### src/rtl/irq_route_pkg.sv
package irq_route_pkg;

  localparam logic [31:0] OFS_PEND   = 32'h20;
  localparam logic [31:0] OFS_ENABLE = 32'h24;
  localparam logic [31:0] OFS_SET    = 32'h28;
  localparam logic [31:0] OFS_ROUTE  = 32'h2C;
  localparam logic [31:0] OFS_CLEAR  = 32'h34;

  typedef enum logic [2:0] {
    SEL_NONE,
    SEL_PEND,
    SEL_ENABLE,
    SEL_SET,
    SEL_ROUTE,
    SEL_CLEAR
  } reg_sel_e;

  function automatic reg_sel_e decode_ofs(input logic [31:0] ofs);
    reg_sel_e sel;
    case (ofs)
      OFS_PEND:   sel = SEL_PEND;
      OFS_ENABLE: sel = SEL_ENABLE;
      OFS_SET:    sel = SEL_SET;
      OFS_ROUTE:  sel = SEL_ROUTE;
      OFS_CLEAR:  sel = SEL_CLEAR;
      default:    sel = SEL_NONE;
    endcase
    return sel;
  endfunction

endpackage

### src/rtl/irq_regport.sv
module irq_regport
  import irq_route_pkg::*;
#(
  parameter int ADDR_W = 8,
  parameter int DATA_W = 32,
  parameter int NSRC   = 32
) (
  input  logic              clk,
  input  logic              rst,
  input  logic              wr_en_i,
  input  logic              rd_en_i,
  input  logic [ADDR_W-1:0] addr_i,
  input  logic [DATA_W-1:0] wdata_i,
  input  logic [NSRC-1:0]   pend_i,
  output logic [NSRC-1:0]   enable_o,
  output logic [NSRC-1:0]   route_o,
  output logic [NSRC-1:0]   fw_set_o,
  output logic [NSRC-1:0]   fw_clr_o,
  output logic [DATA_W-1:0] rdata_o
);

  reg_sel_e          sel;
  logic [NSRC-1:0]   wbits;
  logic [NSRC-1:0]   enable_q;
  logic [NSRC-1:0]   route_q;
  logic [DATA_W-1:0] rd_mux;
  logic [DATA_W-1:0] rdata_q;

  assign sel   = decode_ofs(32'(addr_i));
  assign wbits = wdata_i[NSRC-1:0];

  // Strobes toward the pending bank; a write to the pending offset produces none.
  assign fw_set_o = (wr_en_i && sel == SEL_SET)   ? wbits : '0;
  assign fw_clr_o = (wr_en_i && sel == SEL_CLEAR) ? wbits : '0;

  always_ff @(posedge clk) begin
    if (rst) begin
      enable_q <= '0;
      route_q  <= '0;
    end else if (wr_en_i) begin
      if (sel == SEL_ENABLE) enable_q <= wbits;
      if (sel == SEL_ROUTE)  route_q  <= wbits;
    end
  end

  always_comb begin
    case (sel)
      SEL_PEND, SEL_SET: rd_mux = DATA_W'(pend_i);
      SEL_ENABLE:        rd_mux = DATA_W'(enable_q);
      SEL_ROUTE:         rd_mux = DATA_W'(route_q);
      default:           rd_mux = '0;
    endcase
  end

  always_ff @(posedge clk) begin
    if (rst)          rdata_q <= '0;
    else if (rd_en_i) rdata_q <= rd_mux;
  end

  assign enable_o = enable_q;
  assign route_o  = route_q;
  assign rdata_o  = rdata_q;


  set_alias_read_chk: assert property (@(posedge clk) disable iff (rst)
    (rd_en_i && sel == SEL_SET) |=> (rdata_o == $past(DATA_W'(pend_i))));


  unmapped_read_zero_chk: assert property (@(posedge clk) disable iff (rst)
    (rd_en_i && (sel == SEL_NONE || sel == SEL_CLEAR)) |=> (rdata_o == '0));


  enable_write_chk: assert property (@(posedge clk) disable iff (rst)
    (wr_en_i && sel == SEL_ENABLE) |=> (enable_o == $past(wbits)));


  route_write_chk: assert property (@(posedge clk) disable iff (rst)
    (wr_en_i && sel == SEL_ROUTE) |=> (route_o == $past(wbits)));

endmodule

### src/rtl/irq_pend_bank.sv
module irq_pend_bank #(
  parameter int NSRC = 32
) (
  input  logic            clk,
  input  logic            rst,
  input  logic [NSRC-1:0] hw_evt_i,
  input  logic [NSRC-1:0] fw_set_i,
  input  logic [NSRC-1:0] fw_clr_i,
  output logic [NSRC-1:0] pend_o
);

  logic [NSRC-1:0] raise;

  assign raise = hw_evt_i | fw_set_i;

  for (genvar i = 0; i < NSRC; i++) begin : g_bit
    logic bit_q;
    always_ff @(posedge clk) begin
      if (rst)              bit_q <= 1'b0;
      else if (raise[i])    bit_q <= 1'b1;
      else if (fw_clr_i[i]) bit_q <= 1'b0;
    end
    assign pend_o[i] = bit_q;
  end


  raise_wins_chk: assert property (@(posedge clk) disable iff (rst)
    (raise != '0) |=> ((pend_o & $past(raise)) == $past(raise)));


  clear_drops_chk: assert property (@(posedge clk) disable iff (rst)
    ((fw_clr_i & ~raise) != '0) |=> ((pend_o & $past(fw_clr_i & ~raise)) == '0));


  pend_hold_chk: assert property (@(posedge clk) disable iff (rst)
    (raise == '0 && fw_clr_i == '0) |=> $stable(pend_o));

endmodule

### src/rtl/irq_line_merge.sv
module irq_line_merge #(
  parameter int NSRC = 32
) (
  input  logic            clk,
  input  logic            rst,
  input  logic [NSRC-1:0] pend_i,
  input  logic [NSRC-1:0] enable_i,
  input  logic [NSRC-1:0] route_i,
  output logic            irq_o,
  output logic            fiq_o
);

  logic [NSRC-1:0] live;
  logic [NSRC-1:0] to_irq;
  logic [NSRC-1:0] to_fiq;
  logic            irq_q;
  logic            fiq_q;

  assign live = pend_i & enable_i;

  for (genvar i = 0; i < NSRC; i++) begin : g_steer
    assign to_irq[i] = live[i] & ~route_i[i];
    assign to_fiq[i] = live[i] &  route_i[i];
  end

  always_ff @(posedge clk) begin
    if (rst) begin
      irq_q <= 1'b0;
      fiq_q <= 1'b0;
    end else begin
      irq_q <= |to_irq;
      fiq_q <= |to_fiq;
    end
  end

  assign irq_o = irq_q;
  assign fiq_o = fiq_q;


  quiet_lines_chk: assert property (@(posedge clk) disable iff (rst)
    ((pend_i & enable_i) == '0) |=> (!irq_o && !fiq_o));


  irq_follow_chk: assert property (@(posedge clk) disable iff (rst)
    ((pend_i & enable_i & ~route_i) != '0) |=> irq_o);


  fiq_follow_chk: assert property (@(posedge clk) disable iff (rst)
    ((pend_i & enable_i & route_i) != '0) |=> fiq_o);

endmodule

### src/rtl/irq_route_unit.sv
module irq_route_unit
  import irq_route_pkg::*;
#(
  parameter int ADDR_W = 8,
  parameter int DATA_W = 32,
  parameter int NSRC   = 32
) (
  input  logic              clk,
  input  logic              rst,
  input  logic              wr_en_i,
  input  logic              rd_en_i,
  input  logic [ADDR_W-1:0] addr_i,
  input  logic [DATA_W-1:0] wdata_i,
  output logic [DATA_W-1:0] rdata_o,
  input  logic [NSRC-1:0]   hw_evt_i,
  output logic              irq_o,
  output logic              fiq_o
);

  logic [NSRC-1:0] pend;
  logic [NSRC-1:0] enable;
  logic [NSRC-1:0] route;
  logic [NSRC-1:0] fw_set;
  logic [NSRC-1:0] fw_clr;

  irq_regport #(
    .ADDR_W(ADDR_W),
    .DATA_W(DATA_W),
    .NSRC  (NSRC)
  ) u_regport (
    .clk     (clk),
    .rst     (rst),
    .wr_en_i (wr_en_i),
    .rd_en_i (rd_en_i),
    .addr_i  (addr_i),
    .wdata_i (wdata_i),
    .pend_i  (pend),
    .enable_o(enable),
    .route_o (route),
    .fw_set_o(fw_set),
    .fw_clr_o(fw_clr),
    .rdata_o (rdata_o)
  );

  irq_pend_bank #(
    .NSRC(NSRC)
  ) u_pend (
    .clk     (clk),
    .rst     (rst),
    .hw_evt_i(hw_evt_i),
    .fw_set_i(fw_set),
    .fw_clr_i(fw_clr),
    .pend_o  (pend)
  );

  irq_line_merge #(
    .NSRC(NSRC)
  ) u_merge (
    .clk     (clk),
    .rst     (rst),
    .pend_i  (pend),
    .enable_i(enable),
    .route_i (route),
    .irq_o   (irq_o),
    .fiq_o   (fiq_o)
  );


  reset_quiet_chk: assert property (@(posedge clk)
    $past(rst) |-> (!irq_o && !fiq_o));

endmodule

### config.mk
export PLATFORM = sky130hd
export DESIGN_NAME = irq_route_unit
export DESIGN_NICKNAME = d
export VERILOG_FILES = /design/src/rtl/irq_route_pkg.sv /design/src/rtl/irq_regport.sv /design/src/rtl/irq_pend_bank.sv /design/src/rtl/irq_line_merge.sv /design/src/rtl/irq_route_unit.sv
export SDC_FILE = /design/constraint.sdc
export NUM_CORES = 1
export LEC_CHECK = 0
export BUFFER_PORTS_ARGS = -buffer_cell sky130_fd_sc_hd__buf_2
export CORE_UTILIZATION = 25
export DETAILED_ROUTE_END_ITERATION = 10
export PLACE_DENSITY_LB_ADDON = 0.08
export SLEW_MARGIN = 20
export SYNTH_ARGS = -nofsm -noshare
export SYNTH_HDL_FRONTEND = slang
export SYNTH_SLANG_ARGS = --single-unit
### constraint.sdc
create_clock -name clk -period 3.5 [get_ports clk]
set_input_delay 0.7 -clock clk [delete_from_list [all_inputs] [get_ports clk]]
set_output_delay 0.7 -clock clk [all_outputs]
set_load 0.1 [all_outputs]
## Yosys cells after proc, flatten, opt, wreduce, memory -nomap -nowiden

Cells that the tools add are included.

| word-level totals | value |
|---|---|
| word-level logic and storage cells | 252 |
| memories kept | 0 |
| bits in read-only memories | 0 |
| register bits | 130 |
| memory bits (writable) | 0 |
| output and inout port bits | 34 |
| input port bits | 76 |
| bits in latches | 0 |

| operators by class | value |
|---|---|
| bitwise gates (word level) | 98 |
| magnitude comparators | 0 |
| multiplexer cells | 68 |
| equal/unequal tests | 10 |
| div/mod/pow operators | 0 |
| reductions and logical operators | 39 |
| $add $sub $neg | 0 |
| multiply operators | 0 |
| shift operators | 0 |

Operator list:

| operator | number |
|---|---|
| case mux 32 bit (3 select lines) | 1 |
| AND 1 bit | 64 |
| 2-to-1 mux 1 bit | 64 |
| 2-to-1 mux 32 bit | 2 |
| nonzero test 2 bit | 32 |
| OR reduction 32 bit | 2 |
| == test 8 x 6 -> 1 bit, second input constant | 5 |
| AND 32 bit | 1 |
| inverter 1 bit | 32 |
| OR 32 bit | 1 |
| case mux 3 bit (5 select lines) | 1 |
| == test 3 x 2 -> 1 bit, second input constant | 2 |
| == test 3 bit, second input constant | 2 |
| AND reduction 2 bit | 2 |
| == test 3 x 1 -> 1 bit, second input constant | 1 |
| logical AND 1 bit | 2 |
| OR reduction 2 bit | 1 |

## Logic depth before layout (Yosys ltp)

Gate-level depths: netlist (run 1).

| depth | value |
|---|---|
| word-level depth | 7 |
| gate-level depth with buffers | 7 |
| gate-level depth less buffers | 4 |

## Hierarchy

From an unflattened synthesis (run 1), not the netlist that was laid out.

| second synthesis, totals | value |
|---|---|
| cell total of the unflattened synthesis | 812 |
| area, all modules | 6836.6 µm² |

By module, submodules not included:

| module | seq. area each (µm²) | times used | cells each | area an instance (µm²) |
|---|---|---|---|---|
| irq_regport | 1921.8 | 1 | 553 | 4901.0 |
| irq_pend_bank | 640.6 | 1 | 163 | 1395.1 |
| irq_line_merge | 40.0 | 1 | 96 | 540.5 |

## Least setup slack after synthesis (run 1)

No wires, ideal clock.

| timing path | value |
|---|---|
| path type | in2reg |
| start point | input addr_i[6] |
| end point | register u_regport.enable_q[10] (netlist: u_regport.enable_o[10]) |
| arrival | 2.206 ns |
| library setup time | 0.128 ns |
| data required time | 3.372 ns |
| path buffers | 2 |
| path slack | 1.166 ns |
| cell stages on the path | 6 |
| path through | or4b_4 or4_1 buf_6 buf_12 mux2i_1 nor2_1 |

| on the way | value |
|---|---|
| cells in the longest elaborated chain, start to end | 4 |
| elaborated cells between the ends (all ways) | 8 |
| classes of those cells | eq/ne (6); mux (1); reduce/logical (1) |

Ends and longest elaborated chain:

| element | RTL line | source |
|---|---|---|
| start: declaration | irq_route_unit.sv:12 | `input logic [ADDR_W-1:0] addr_i,` |
| == test 8 x 6 -> 1 bit | irq_route_pkg.sv:20 | `case (ofs)` |
| case mux 3 bit (5 select lines) * | irq_route_pkg.sv:20 |  |
| == test 3 x 2 -> 1 bit * | irq_regport.sv:41 | `if (sel == SEL_ENABLE) enable_q <= wbits;` |
| AND reduction 2 bit (no line) * | - |  |
| end signal: assignment | irq_regport.sv:41 |  |
| end: declaration | irq_regport.sv:24 | `logic [NSRC-1:0] enable_q;` |

Mark *: on every way between the ends. The rest lies on a longest branch, timed or not.
A chain may end at the register's enable or synchronous reset.

## Worst setup path in the final report (run 1)

| timing path | value |
|---|---|
| start point | input addr_i[6] |
| end point | register u_regport.enable_q[12] (netlist: u_regport.enable_o[12]) |

The elaborated chain is that of the path after synthesis.

==> impl_metrics.tcl, run 1 <==
set metrics [dict create \
    place_hpwl_um 13390 \
    clk_path_buf_depth 2 \
    net-switching-power_uw 820.6 \
    cts_made_buffers 17 \
    start_util_pct 25.58 \
    die_h_um 157.2 \
    io_count 110 \
    tightestPinTransition_ns 0.8450 \
    cts_hold_buffers 0 \
    cap_viol_max_count 0 \
    sequential_cell_area_mm2 0.002603 \
    hold_class "reg -> reg" \
    synthToLayoutAreaGrowth_pct 23.56 \
    globalRoute.totalOverflow 0 \
    die_w_um 157.2 \
    synthesis.instances 701 \
    max_slew_violation_total_from_the_final_report 0 \
    timing.critical_path.from "addr_i[6]" \
    wire_per_inst_um 17.38 \
    critical_path.reg2reg.startpoint "u_pend.g_bit[22].bit_q" \
    cts_post_setup_buffers_inserted 0 \
    post_cts.resized_instances 0 \
    synth_fp_nets 777 \
    setup.worst_path.end "u_regport.enable_o[12]" \
    synth_cell_type_count 29 \
    clock_power_share_pct 51.5 \
    cp-start-kind "primary input" \
    finalSetupViolCount 0 \
    filler_cell_count 2555 \
    critPathSlowestCell "sky130_fd_sc_hd__or4_2" \
    place_area_mm2 0.006819 \
    placement_rows 56 \
    cpLargestDelayFamily "simple AND/OR/NAND/NOR gates" \
    timing.slew.headroom_pct 43.67 \
    final_min_period_over_clock_period_pct 69.53 \
    timing.critical_path.to_type "register" \
    cts_sinks 130 \
    timing.critical_path.fanout_max 32 \
    clock_insertion_delay_worst_skew_ns 0.41 \
    crit-reg2reg-capture "u_merge.fiq_o" \
    clkSlewWorstSetupHoldPaths_ns 0.06 \
    setup-tns-final_ns 0 \
    worst_r2r_path_depth 4 \
    worstSetupPathDepth 6 \
    die_area_mm2 0.02471 \
    power_uw 3615 \
    power.switching_fraction_pct 22.70 \
    critical-path-max-stage-delay_ns 0.62 \
    antenna_violating_nets_post_route 0 \
    layout_min_cycle_time_ns 2.434 \
    placement.io_buffers 109 \
    globalRouteTotalUtil_pct 16.45 \
    vias_per_cell 4.772 \
    postLayoutSetupSlackWorst_ns 1.066 \
    synth.yosys.seq_area_share_pct 43.22 \
    warnings_from_yosys 0 \
    cts_tree "yes" \
    pwr-share-seq_pct 42.6 \
    layout_common_cells "sky130_fd_sc_hd__dfxtp_1 (130), sky130_fd_sc_hd__buf_2 (108), sky130_fd_sc_hd__a21oi_1 (97)" \
    drt_pre_antenna_iters 6 \
    crit_path_cell_trace "buf_2 -> or4b_4 -> or4_2 -> buf_4 -> mux2i_1 -> nor2_1" \
    intPower_uw 2795 \
    grt_max_degree 76 \
    remaining_drc_errors 0 \
    outcome "finished, final reports clean" \
    finalHoldViolations 0 \
    design_area_mm2 0.007441 \
    rsz0062_at_grt "no" \
    final.setup_skew_ns 0.008854 \
    rrSetupSlack_ns 2.14 \
    core_area_mm2 0.02354 \
    initialDrtViolationCount 243 \
    cp.buffers_inverters 2 \
    vdd_drop_max_uv 255.6 \
    pwr_density_cell_mw_per_mm2 485.8 \
    postSynthRegisterBits 130 \
    cts-htree-levels 4 \
    leading_cell_type_in_the_layout_fill_and_taps_excluded "sky130_fd_sc_hd__dfxtp_1" \
    totalWireLength_um 19520 \
    grt_pass1_wl_um 30500 \
    vias 5359 \
    cellLeakagePower_uw 0.003188 \
    num_antenna_cells 0 \
    layout_cells_sized_above_1_pct 19.40 \
    first_global_vias 5417 \
    antenna_violations_before_repair 0 \
    netlist_area_before_placement_mm2 0.006022 \
    p_comb_share_pct 5.8 \
    cts-root-buf "sky130_fd_sc_hd__clkbuf_16" \
    arrival_ns 2.70 \
    fmax_mhz 410.9 \
    required_ns 3.77 \
    post_synth.cell_area_avg_um2 8.591 \
    path_class "in -> reg" \
    design.final.nets 868 \
    preCtsSetupSlack_ns 0.6631 \
    finalWeightedCongestion 0.7662 \
    multi_input_area_mm2 0.003043 \
]
[power by group through the flow]
stage,clock (uW),sequential (uW),combinational (uW)
4_1_cts,1930,1540,215
3_3_place_gp,0,1570,211
5_1_grt,1990,1540,235
6_report,1860,1540,211
3_5_place_dp,0,1570,214
2_1_floorplan,0,1570,111
[kinds of logic (layout without fill, tap and decap cells)]
| family | Yosys count | after routing | share of synthesized area [%] |
|---|---|---|---|
| buffers and inverters | 82 | 185 | 6.358 |
| flip-flops | 130 | 130 | 43.22 |
| AO/OA/AOI/OAI | 176 | 176 | 17.06 |
| AND/OR/NAND/NOR | 217 | 217 | 17.41 |
| multiplexers | 96 | 96 | 15.96 |
[through the flow]
step / hold WS, ns / utilization, % / std cells
finish: 0.4657 / 31.61 / 1123
global route: 0.4847 / 31.61 / 1123
floorplan: 0.4765 / - / 701
global placement: 0.4581 / 28.96 / 1092
CTS: 0.4685 / 31.61 / 1123
detailed placement: 0.4583 / 28.96 / 1092
[registers in the layout (all words and copies together) (netlist names)]
signal              cells
u_pend.g_bit.bit_q     32
u_merge.fiq_o           1
u_regport.enable_o     32
u_merge.irq_o           1
u_regport.rdata_o      32
u_regport.route_o      32
[how the worst min path moves through the flow]
stage | cells after the start | from | endpoint | slack [ns]
floorplan | 2 | u_pend.g_bit[31].bit_q | u_pend.g_bit[31].bit_q | 0.48
global placement | 2 | u_regport.rdata_o[6] | u_regport.rdata_o[6] | 0.46
detailed placement | 2 | u_regport.rdata_o[29] | u_regport.rdata_o[29] | 0.46
CTS | 2 | u_regport.rdata_o[29] | u_regport.rdata_o[29] | 0.47
global route | 2 | u_regport.rdata_o[29] | u_regport.rdata_o[29] | 0.48
finish | 2 | u_regport.rdata_o[29] | u_regport.rdata_o[29] | 0.47
[cells in the mapped netlist]
master | number | area, um2
sky130_fd_sc_hd__nand3_1 | 33 | 165.2
sky130_fd_sc_hd__nor2_1 | 64 | 240.2
sky130_fd_sc_hd__nor4_1 | 4 | 25.02
sky130_fd_sc_hd__or4_1 | 1 | 7.510
sky130_fd_sc_hd__inv_1 | 33 | 123.9
sky130_fd_sc_hd__buf_12 | 3 | 60.06
sky130_fd_sc_hd__o22ai_1 | 12 | 75.07
sky130_fd_sc_hd__a41oi_1 | 1 | 8.760
sky130_fd_sc_hd__buf_4 | 3 | 22.52
sky130_fd_sc_hd__or4b_4 | 1 | 13.76
sky130_fd_sc_hd__mux2i_1 | 96 | 960.9
sky130_fd_sc_hd__nand3b_1 | 7 | 52.55
sky130_fd_sc_hd__nand2_1 | 58 | 217.7
sky130_fd_sc_hd__o21ai_0 | 32 | 160.2
sky130_fd_sc_hd__buf_6 | 1 | 11.26
sky130_fd_sc_hd__nor3b_1 | 1 | 7.510
sky130_fd_sc_hd__buf_1 | 5 | 18.77
sky130_fd_sc_hd__and4_1 | 1 | 8.760
sky130_fd_sc_hd__and3b_1 | 1 | 8.760
sky130_fd_sc_hd__nand2b_1 | 32 | 200.2
sky130_fd_sc_hd__dfxtp_1 | 130 | 2603
sky130_fd_sc_hd__a21oi_1 | 97 | 485.5
sky130_fd_sc_hd__nor4b_1 | 1 | 8.760
sky130_fd_sc_hd__buf_2 | 6 | 30.03
sky130_fd_sc_hd__o2111ai_1 | 34 | 297.8
sky130_fd_sc_hd__clkbuf_1 | 31 | 116.4
sky130_fd_sc_hd__nor4_4 | 1 | 21.27
sky130_fd_sc_hd__nor3_1 | 3 | 15.01
sky130_fd_sc_hd__nand4_1 | 9 | 56.30
[worst register-to-register path: stages, from the launching register on]
cell	delay, ns
sky130_fd_sc_hd__dfxtp_1	0.33
sky130_fd_sc_hd__nand3_1	0.14
sky130_fd_sc_hd__nand4_1	0.12
sky130_fd_sc_hd__nor4_1	0.42
sky130_fd_sc_hd__a21oi_1	0.18
[routing by layer]
metal,up-vias,global-route usage (%),share of wire (%)
met2,105,26.21,46
met1,2556,21.75,47
met4,0,5.548,1.6
met3,22,3.717,4.7
li1,2676,-,-
met5,-,0,0
[layout make-up]
class	count	area share, %
clock inverter	9	1.715
multi-input combinational	489	40.89
timing repair buffer	121	8.744
clock buffer	22	6.642
sequential	130	34.98
tap	319	5.364
inverter	33	1.665
(Power assumes the default switching activity.)
==> run 2: changes to the inputs <==
ABC_AREA = 1   (was not set)
clock period = 2.1 ns   (was 3.5 ns; I/O delays follow)
==> run 2 against run 1 <==
  * Total power is 70% higher
  * Register-to-register slack lost 1.4 ns
  * Wire length grew 12%
  * Flip-flop and latch count is the same
  * Sequential share of layout area decreased by 3.4 points
  * Sequential power grew 67%
  * Global-route usage is 0.32 points higher
  * Non-clock buffer count rose by 16
  * Combinational power up 81%
  * Synthesized cell count is 44% higher
  * Via count grew 25%
==> impl_metrics.tcl, run 2 <==
set metrics [dict create \
    hold_class "in -> reg" \
    yosys-top-cells-count "sky130_fd_sc_hd__nand2_1 (291), sky130_fd_sc_hd__nand3_1 (156), sky130_fd_sc_hd__dfxtp_1 (130)" \
    cell_depth_of_the_worst_hold_path 5 \
    warnings_from_yosys 0 \
    netlist_area_before_placement_mm2 0.006621 \
    setup-tns-final_ns 0 \
    pwr_density_cell_mw_per_mm2 745.1 \
    synth.largest_area_cell "sky130_fd_sc_hd__dfxtp_1" \
    clkSlewWorstSetupHoldPaths_ns 0.06 \
    intPower_uw 4655 \
    required_ns 1.68 \
    final_min_period_over_clock_period_pct 78.98 \
    cts_hold_buffers 0 \
    grt_max_degree 47 \
    post_cts.resized_instances 0 \
    io_count 110 \
    vias_per_cell 4.619 \
    compound_gate_portion_of_the_synthesized_area_pct 12.04 \
    design.final.nets 1177 \
    routed-wl-met3_um 733 \
    grt_pass1_wl_um 34780 \
    antenna_violating_nets_post_route 0 \
    p_comb_share_pct 6.2 \
    yosys_most_used_dff "sky130_fd_sc_hd__dfxtp_1" \
    die_h_um 164.7 \
    timing.critical_path.fanout_max 2 \
    final_util_pct 31.72 \
    routed-wl-met2_um 10290 \
    critical-path-max-stage-delay_ns 0.45 \
    remaining_drc_errors 0 \
    arrival_ns 1.24 \
    final.setup_skew_ns 0.008138 \
    cap_viol_max_count 0 \
    synthToLayoutAreaGrowth_pct 24.49 \
    finalSetupViolCount 0 \
    core_area_mm2 0.02598 \
    synth-edff-count 0 \
    layout_min_cycle_time_ns 1.659 \
    synth-simple-area-share_pct 37.64 \
    place_hpwl_um 14650 \
    net-switching-power_uw 1487 \
    netlist_top_cells_area "sky130_fd_sc_hd__dfxtp_1 (39%), sky130_fd_sc_hd__nand2_1 (16%), sky130_fd_sc_hd__nand3_1 (12%)" \
    fmax_mhz 602.9 \
    worstSetupPathDepth 1 \
    critPathSlowestCell "sky130_fd_sc_hd__buf_2" \
    placement.io_buffers 109 \
    cellLeakagePower_uw 0.003538 \
    globalRoute.totalOverflow 0 \
    layout_cells_sized_above_1_pct 16.97 \
    pwr-share-seq_pct 41.8 \
    post_synth_fa_ha_maj_area_fraction_pct 0 \
    cpLargestDelayFamily "buffers and inverters" \
    route.layer.met1.wl_um 10570 \
    cts_made_buffers 17 \
    synth_top_family_by_area "simple AND/OR/NAND/NOR gates" \
    rsz0062_at_grt "no" \
    cts_post_setup_buffers_inserted 0 \
    synthArstFlopShare_pct 0 \
    cts-root-buf "sky130_fd_sc_hd__clkbuf_16" \
    leading_cell_type_in_the_layout_fill_and_taps_excluded "sky130_fd_sc_hd__nand2_1" \
    worst_r2r_path_depth 7 \
    tightestPinTransition_ns 0.4906 \
    placement_rows 59 \
    clk_path_buf_depth 2 \
    synth.yosys.seq_area_share_pct 39.30 \
    clock_insertion_delay_worst_skew_ns 0.42 \
    start_util_pct 25.48 \
    power_uw 6142 \
    post_synth.cell_area_avg_um2 6.549 \
    cts_sinks 130 \
    die_w_um 164.7 \
    vdd_drop_max_uv 427.8 \
    finalWeightedCongestion 0.7345 \
    outcome "finished, final reports clean" \
    cts-htree-levels 4 \
    first_global_vias 6432 \
    synth_fp_nets 1087 \
    top_layer "met4" \
    initialDrtViolationCount 293 \
    timing.slew.headroom_pct 67.52 \
    totalWireLength_um 21780 \
    wire_per_inst_um 15.02 \
    die_area_mm2 0.02714 \
    finalHoldViolations 0 \
    cp.buffers_inverters 1 \
    cp-start-kind "register" \
    clock_power_share_pct 52.0 \
    layout_common_cells "sky130_fd_sc_hd__nand2_1 (291), sky130_fd_sc_hd__nand3_1 (156), sky130_fd_sc_hd__dfxtp_1 (130)" \
    postSynthRegisterBits 130 \
    yosys-mux-area-fraction_pct 0 \
    crit_path_cell_trace "buf_2" \
    synth_cell_type_count 22 \
    drt_pre_antenna_iters 5 \
    antenna_violations_before_repair 1 \
    synth_xor_area_share_pct 0 \
    path_class "reg -> out" \
    synth_top_cell_area_share_pct 39.30 \
    synthesis.instances 1011 \
    max_slew_violation_total_from_the_final_report 0 \
    synth_most_common_cell "sky130_fd_sc_hd__nand2_1" \
    timing.critical_path.to_type "output port" \
    vias 6697 \
    cts_tree "yes" \
    power.switching_fraction_pct 24.21 \
    globalRouteTotalUtil_pct 16.76 \
]
==> run 2: cell types whose count changed after synthesis, moves of 30 or more <==
cell                        delta
sky130_fd_sc_hd__inv_1        +73
sky130_fd_sc_hd__mux2i_1      -96
sky130_fd_sc_hd__nand2_1     +233
sky130_fd_sc_hd__nand2b_1     -32
sky130_fd_sc_hd__nand3_1     +123
sky130_fd_sc_hd__o2111ai_1    -34
sky130_fd_sc_hd__o21ai_0      -30
==> run 2: kinds of logic after synthesis <==
group,after synthesis
AND/OR/NAND/NOR,575
flip-flops,130
AO/OA/AOI/OAI,133
buffers and inverters,173
==> run 2: metal layers <==
layer | global-route usage (%) | vias to the layer above
met3 | 3.265 | 11
met4 | 3.711 | 0
met2 | 28.23 | 119
li1 | - | 3491
met1 | 21.99 | 3076
met5 | 0 | -
==> run 2: path summary, 6_finish.rpt <==
check	startpoint	end	slack, ns
worst max-delay path	u_regport.rdata_o[0]	rdata_o[0]	0.44
worst min-delay path	hw_evt_i[30]	u_pend.g_bit[30].bit_q	0.29
worst max register to register	u_regport.route_o[17]	u_merge.irq_o	0.76
worst min register to register	u_regport.rdata_o[7]	u_regport.rdata_o[7]	0.46
==> run 2: stage by stage <==
stage	area, um2	worst slack [ns]	hold WS, ns	std cells
2_1_floorplan	6621	0.6651	0.4534	1011
3_3_place_gp	7614	0.2294	0.4549	1417
3_5_place_dp	7614	0.2072	0.4533	1417
4_1_cts	8240	0.4085	0.2737	1449
5_1_grt	8240	0.3895	0.3013	1449
6_report	8243	0.4414	0.2915	1450
==> run 2: power by group through the flow <==
stage	registers, uW	logic [uW]	clock network [uW]
CTS	2570	390	3300
global route	2570	425	3400
floorplan	2610	179	0
finish	2570	381	3190
global placement	2620	391	0
detailed placement	2620	389	0
==> run 2: area by class of cell <==
| cell class | count | area [um2] |
|---|---|---|
| clock buffer | 18 | 439.2 |
| sequential | 130 | 2603 |
| multi-input combinational | 708 | 3294 |
| timing repair buffer | 137 | 895.9 |
| inverter | 107 | 401.6 |
| antenna | 1 | 2.502 |
| fill | 2938 | 17740 |
| clock inverter | 14 | 187.7 |
| tap | 335 | 419.2 |
